==> config.mk <==
export PLATFORM = sky130hd
export DESIGN_NAME = ctl_xfer_seq
export DESIGN_NICKNAME = d
export VERILOG_FILES = /design/src/rtl/ctl_xfer_pkg.sv /design/src/rtl/ctl_xfer_cond.sv /design/src/rtl/ctl_xfer_rel.sv /design/src/rtl/ctl_xfer_seq.sv
export SDC_FILE = /design/constraint.sdc
export NUM_CORES = 1
export LEC_CHECK = 0
export ABC_AREA = 0
export BUFFER_PORTS_ARGS = -buffer_cell sky130_fd_sc_hd__buf_2
export CORE_ASPECT_RATIO = 1.4
export CORE_MARGIN = 3
export CORE_UTILIZATION = 40
export CTS_BUF_LIST = sky130_fd_sc_hd__clkbuf_16
export DETAILED_ROUTE_END_ITERATION = 6
export GPL_TIMING_DRIVEN = 0
export PLACE_DENSITY = 0.68
export SYNTH_ARGS = -nofsm -noshare
export SYNTH_HDL_FRONTEND = slang
export SYNTH_SLANG_ARGS = --single-unit
==> constraint.sdc <==
create_clock -name clk -period 11.2 [get_ports clk]
set_input_delay 1.68 -clock clk [delete_from_list [all_inputs] [get_ports clk]]
set_output_delay 1.68 -clock clk [all_outputs]
set_load 0.01 [all_outputs]
==> src/rtl/ctl_xfer_pkg.sv <==
package ctl_xfer_pkg;

  localparam logic [2:0] XOP_JUMP = 3'd0;
  localparam logic [2:0] XOP_REL  = 3'd1;
  localparam logic [2:0] XOP_CALL = 3'd2;
  localparam logic [2:0] XOP_RET  = 3'd3;
  localparam logic [2:0] XOP_RETI = 3'd4;
  localparam logic [2:0] XOP_JHL  = 3'd5;

  localparam logic [2:0] CND_ALWAYS = 3'd0;
  localparam logic [2:0] CND_CSET   = 3'd1;
  localparam logic [2:0] CND_ZSET   = 3'd2;
  localparam logic [2:0] CND_CCLR   = 3'd3;
  localparam logic [2:0] CND_ZCLR   = 3'd4;

  typedef enum logic [3:0] {
    S_IDLE,
    S_FLO,
    S_FHI,
    S_FREL,
    S_PLO,
    S_PHI,
    S_RLO,
    S_RLO_W,
    S_RHI,
    S_RHI_W,
    S_STALL
  } xfer_state_e;

endpackage

==> src/rtl/ctl_xfer_cond.sv <==
module ctl_xfer_cond
  import ctl_xfer_pkg::*;
(
  input  logic [2:0] sel_i,
  input  logic       z_i,
  input  logic       c_i,
  output logic       ok_o
);
  always_comb begin
    case (sel_i)
      CND_ALWAYS: ok_o = 1'b1;
      CND_CSET:   ok_o = c_i;
      CND_ZSET:   ok_o = z_i;
      CND_CCLR:   ok_o = ~c_i;
      CND_ZCLR:   ok_o = ~z_i;
      default:    ok_o = 1'b0;
    endcase
  end
endmodule

==> src/rtl/ctl_xfer_rel.sv <==
module ctl_xfer_rel #(
  parameter int AW = 16,
  parameter int DW = 8
) (
  input  logic [AW-1:0] base_i,
  input  logic [DW-1:0] disp_i,
  output logic [AW-1:0] sum_o
);
  localparam int EXT = AW - DW;
  logic [AW-1:0] disp_ext;
  assign disp_ext = {{EXT{disp_i[DW-1]}}, disp_i};
  assign sum_o    = base_i + disp_ext;
endmodule

==> src/rtl/ctl_xfer_seq.sv <==
module ctl_xfer_seq
  import ctl_xfer_pkg::*;
#(
  parameter int DW = 8,
  parameter int AW = 2 * DW
) (
  input  logic          clk,
  input  logic          rst,
  input  logic          start_valid_i,
  output logic          start_ready_o,
  input  logic [2:0]    op_i,
  input  logic [2:0]    cond_i,
  input  logic          flag_z_i,
  input  logic          flag_c_i,
  input  logic [AW-1:0] hl_i,
  output logic          fetch_ready_o,
  input  logic          fetch_valid_i,
  output logic [AW-1:0] fetch_addr_o,
  input  logic [DW-1:0] fetch_data_i,
  output logic          mem_valid_o,
  input  logic          mem_ready_i,
  output logic          mem_we_o,
  output logic [AW-1:0] mem_addr_o,
  output logic [DW-1:0] mem_wdata_o,
  input  logic          rd_valid_i,
  input  logic [DW-1:0] rd_data_i,
  output logic [AW-1:0] pc_o,
  output logic [AW-1:0] sp_o,
  output logic          done_o,
  output logic          ie_set_o
);
  localparam logic [AW-1:0] STEP1 = AW'(1);
  localparam logic [AW-1:0] STEP2 = AW'(2);

  xfer_state_e   state_q;
  logic [AW-1:0] pc_q, sp_q, fptr_q, ret_q;
  logic [DW-1:0] lo_q;
  logic [2:0]    op_q;
  logic          take_q, reti_q, done_q, ie_q;

  logic          cond_ok;
  logic [AW-1:0] rel_sum;
  logic [AW-1:0] fptr_nx;

  ctl_xfer_cond u_cond (
    .sel_i (cond_i),
    .z_i   (flag_z_i),
    .c_i   (flag_c_i),
    .ok_o  (cond_ok)
  );

  assign fptr_nx = fptr_q + STEP1;

  ctl_xfer_rel #(.AW(AW), .DW(DW)) u_rel (
    .base_i (fptr_nx),
    .disp_i (fetch_data_i),
    .sum_o  (rel_sum)
  );

  // Port views derived from the state only, never from inputs.
  assign start_ready_o = (state_q == S_IDLE);
  assign fetch_ready_o = (state_q == S_FLO) || (state_q == S_FHI) || (state_q == S_FREL);
  assign fetch_addr_o  = fptr_q;
  assign mem_valid_o   = (state_q == S_PLO) || (state_q == S_PHI) ||
                         (state_q == S_RLO) || (state_q == S_RHI);
  assign mem_we_o      = (state_q == S_PLO) || (state_q == S_PHI);

  always_comb begin
    case (state_q)
      S_PHI, S_RHI: mem_addr_o = sp_q + STEP1;
      default:      mem_addr_o = sp_q;
    endcase
    mem_wdata_o = (state_q == S_PHI) ? ret_q[AW-1:DW] : ret_q[DW-1:0];
  end

  assign pc_o     = pc_q;
  assign sp_o     = sp_q;
  assign done_o   = done_q;
  assign ie_set_o = ie_q;

  always_ff @(posedge clk) begin
    if (rst) begin
      state_q <= S_IDLE;
      pc_q    <= '0;
      sp_q    <= '0;
      fptr_q  <= '0;
      ret_q   <= '0;
      lo_q    <= '0;
      op_q    <= XOP_JUMP;
      take_q  <= 1'b0;
      reti_q  <= 1'b0;
      done_q  <= 1'b0;
      ie_q    <= 1'b0;
    end else begin
      done_q <= 1'b0;
      ie_q   <= 1'b0;
      case (state_q)
        S_IDLE: begin
          if (start_valid_i) begin
            op_q   <= op_i;
            fptr_q <= pc_q;
            ret_q  <= pc_q + STEP2;
            take_q <= (op_i == XOP_RETI) ? 1'b1 : cond_ok;
            reti_q <= (op_i == XOP_RETI);
            case (op_i)
              XOP_JUMP: state_q <= S_FLO;
              XOP_REL:  state_q <= S_FREL;
              XOP_CALL: begin
                if (cond_ok) begin
                  sp_q    <= sp_q - STEP2;
                  state_q <= S_PLO;
                end else begin
                  state_q <= S_FLO;
                end
              end
              XOP_RET, XOP_RETI: begin
                if (cond_ok || (op_i == XOP_RETI)) begin
                  state_q <= S_RLO;
                end else begin
                  done_q <= 1'b1;
                end
              end
              XOP_JHL: begin
                pc_q   <= hl_i;
                done_q <= 1'b1;
              end
              default: done_q <= 1'b1;
            endcase
          end
        end
        S_PLO: if (mem_ready_i) state_q <= S_PHI;
        S_PHI: if (mem_ready_i) state_q <= S_FLO;
        S_FLO: begin
          if (fetch_valid_i) begin
            lo_q    <= fetch_data_i;
            fptr_q  <= fptr_nx;
            state_q <= S_FHI;
          end
        end
        S_FHI: begin
          if (fetch_valid_i) begin
            fptr_q <= fptr_nx;
            if (take_q) begin
              pc_q    <= {fetch_data_i, lo_q};
              state_q <= S_STALL;
            end else begin
              pc_q    <= fptr_nx;
              state_q <= S_IDLE;
              done_q  <= 1'b1;
            end
          end
        end
        S_FREL: begin
          if (fetch_valid_i) begin
            fptr_q <= fptr_nx;
            if (take_q) begin
              pc_q    <= rel_sum;
              state_q <= S_STALL;
            end else begin
              pc_q    <= fptr_nx;
              state_q <= S_IDLE;
              done_q  <= 1'b1;
            end
          end
        end
        S_RLO: if (mem_ready_i) state_q <= S_RLO_W;
        S_RLO_W: begin
          if (rd_valid_i) begin
            lo_q    <= rd_data_i;
            state_q <= S_RHI;
          end
        end
        S_RHI: if (mem_ready_i) state_q <= S_RHI_W;
        S_RHI_W: begin
          if (rd_valid_i) begin
            pc_q    <= {rd_data_i, lo_q};
            sp_q    <= sp_q + STEP2;
            state_q <= S_STALL;
          end
        end
        S_STALL: begin
          state_q <= S_IDLE;
          done_q  <= 1'b1;
          ie_q    <= reti_q;
        end
        default: state_q <= S_IDLE;
      endcase
    end
  end

  // a stalled stack request keeps its address, data and direction.
  p_mem_hold_r13: assert property (@(posedge clk) disable iff (rst)
    (mem_valid_o && !mem_ready_i) |=>
      (mem_valid_o && $stable(mem_addr_o) && $stable(mem_wdata_o) && $stable(mem_we_o)));

  // a stalled fetch keeps asking for the same address.
  p_fetch_hold_r13: assert property (@(posedge clk) disable iff (rst)
    (fetch_ready_o && !fetch_valid_i) |=> (fetch_ready_o && $stable(fetch_addr_o)));

  // the interrupt-enable pulse only accompanies a retirement.
  p_ie_with_done_r9: assert property (@(posedge clk) disable iff (rst)
    ie_set_o |-> done_o);

  // while idle no request is outstanding on either port.
  p_idle_quiet_r11: assert property (@(posedge clk) disable iff (rst)
    start_ready_o |-> (!fetch_ready_o && !mem_valid_o));

  // SP only ever moves by two, modulo 65536.
  p_sp_step_r12: assert property (@(posedge clk) disable iff (rst)
    !$stable(sp_o) |-> ((sp_o == $past(sp_o) - STEP2) || (sp_o == $past(sp_o) + STEP2)));

endmodule

==> out/metrics.cfg <==
[layout]
drive_gt1_frac=0.200
num-nets-final=1016
area_growth_pct=18.2
fillCellCount=1541
final_util=0.492
antennaDiodeCount=0

[pwr]
p_sw_frac=0.467
power_frac_comb=0.507
clock_power_share=0.189
p_per_area_mw_per_mm2=200
power.switching_uw=676
power.share.sequential=0.304
p_leak_uw=0.00320
max-vdd-ir-drop_mv=0.0896
p_int_uw=770

[clocking]
insertion_delay_ns=0.34
cts_buffer_depth=2
ctsResizeCount=0
post-cts-setup-buffers=0
root_buffer=clkbuf_16
hold_buffers=0
clk_pin_slew_worst_paths_ns=0.06
cts_made_buffers=9
cts_tree=built
cts_max_level=3
clkSinkCount=79

[logic_synthesis]
syn_area_mm2=0.00612
yosysMostFrequentCell=nor2_1
synth-compound-area-share=0.277
yosysSeqAreaShare=0.258
ys_warn_count=0
synthArstFlopShare=0
synth-simple-area-share=0.218
avgSynthCellArea_um2=7.65
synth_seq_cells=79
synthAdderAreaFrac=0.0760
synthTopCellsByCount=106 x nor2_1, 79 x a21oi_1, 79 x dfxtp_1
synthCells=801
synth_edf_count=0
synth_top_family_by_area=compound AO/OA/AOI/OAI gates
ys.flop_type=dfxtp_1
synthXorXnorAreaFrac=0.0615
synth_top_area_frac=0.258
muxShareOfSynthArea=0.0443
syn-num-nets=883
synth.area.top_cells=dfxtp_1 26%, ha_1 6.9%, nor2_1 6.5%, a21oi_1 6.5%, a211oi_1 4.0%
synth_area_leader_cell=dfxtp_1
ys_types=77

[sta]
hold_viol_final=0
layout_min_cycle_time_ns=4.86
setup_viol_count_final=0
fmaxAchievable_mhz=206
fin_tns_setup_ns=0
fin_worst_skew_ns=0.00854
final_max_slew_viol_count=0
relSlewSlack=0.403
rsz0062_at_grt=no
finalCritPeriodShare=0.434
worst_slew_pin_slew_ns=0.890

[global_routing]
grtUsageTotal=0.249
grt_pass1_wl_mm=34.1
antenna_found_initial=0
grt_start_max_net_pins=16
grt_pass1_vias=6335
grt.overflow.total=0

[drt]
dr.pass1.iters=5
drcViolationCount=0
drt_iter0_drc=517
drtAntennaViolNets=0
avgRoutedWirePerCell_um=18.9
vias_per_cell=5.92
routed_wl_mm=21.4
vias=6675

[flow_run]
max_cap_viol_count=0

[critical_path]
crit_required_ns=11.43
startpoint_type=register
rrSetupSlack_ns=6.34
cp-end-kind=register
critPathKind=register to register
crit_arrival_ns=5.09
crit_fanout=14

[placement]
numPortBuffers=122
gp_congestion=0.956
place_hpwl_mm=16.6

[floorplanning]
start_util=0.417
die-area_mm2=0.0169
die_x_um=111
dieHeight_um=152
num_rows=52
io_pins=124
core_area_mm2=0.0147

[status]
status=finished, final reports clean

[min_path]
hp-class=register to register

==> final timing paths <==
| check | start | end | cells past startpoint |
|---|---|---|---|
| setup / recovery | state_q[2] | sp_o[15] | 14 |
| hold / removal | ret_q[0] | ret_q[0] | 2 |
| setup reg to reg | state_q[2] | sp_o[15] | 14 |
| hold reg to reg | ret_q[0] | ret_q[0] | 2 |
==> worst max-delay path, cell delays in order, from the launching register on <==
cell and delay, ns:
dfxtp_1 0.40, buf_2 0.22, inv_1 0.20, nand2_1 0.19
nor3_1 0.68, clkbuf_1 0.53, inv_1 0.44, ha_1 0.51
a211oi_1 0.11, or3_1 0.42, a21oi_1 0.25, nor3_1 0.08
o21ba_2 0.21, mux2i_1 0.18, mux2_1 0.33
==> metal layers <==
metal  GRT usage  share of wire  up-vias
li1            -              -     3181
met1       0.290           0.39     3113
met2       0.439           0.50      301
met3      0.0338          0.061       80
met4       0.134          0.056        0
met5           0              0        -
==> flip-flops by register name, indices dropped and copies added, names as in the netlist <==
register	flops
done_o	1
fetch_addr_o	16
ie_set_o	1
lo_q	8
pc_o	16
ret_q	16
reti_q	1
sp_o	15
state_q	4
take_q	1
==> final cells by class <==
type,instances,area [µm²],share of cell area
repair buffers,122,611,0.0844
flip-flops and latches,79,1580,0.218
well taps,189,236,0.0327
plain buffers,60,314,0.0434
multi-input cells,640,4150,0.573
clock inverters,7,41.3,0.00570
clock buffers,9,225,0.0311
inverters,22,82.6,0.0114
==> kinds of logic (layout without fill, tap and decap cells) <==
kind of cell	after synthesis	count (layout)
buf+inv	82	220
fa+ha+maj	36	36
compound gates	261	261
xor+xnor	43	43
flops	79	79
other cells	1	1
mux	26	26
simple gates	273	273
==> power groups by stage <==
stage	combinational, µW	sequential, µW	clock, µW
after floorplan	490	424	0
after global placement	719	443	0
after detailed placement	721	443	0
after CTS	725	437	275
after global routing	809	448	290
final	733	440	273
==> placed cells by master (no fill, tap or decap), drive strengths merged, types with 3 or more instances in the layout <==
cell	count
inv	25
a211oi	35
nor2	106
or4	4
o21ai	45
a22oi	9
nor2b	6
a21o	14
nand4	6
and2	3
a221o	4
o21bai	3
nor4	4
o22ai	8
mux2i	17
or3	3
nand3b	5
nor3	23
a21oi	80
mux2	9
a211o	3
nand3	28
a21boi	4
xnor2	25
a31oi	8
and3	13
o211ai	10
xor2	18
clkbuf	38
a221oi	9
nand2	56
dfxtp	79
buf	153
nand2b	7
o21a	8
ha	34
==> through the flow <==
stage          hold slack, ns  total power (µW)  instances  setup WS (ns)  instance area [µm²]
2_1_floorplan           0.434               914        801           7.61                 6120
3_3_place_gp            0.442              1160       1112           6.42                 6970
3_5_place_dp            0.449              1160       1112           6.44                 6970
4_1_cts                 0.458              1440       1128           6.42                 7240
5_1_grt                 0.493              1550       1128           6.04                 7240
6_report                0.457              1450       1128           6.34                 7240
Power figures use the tool's default switching activity.
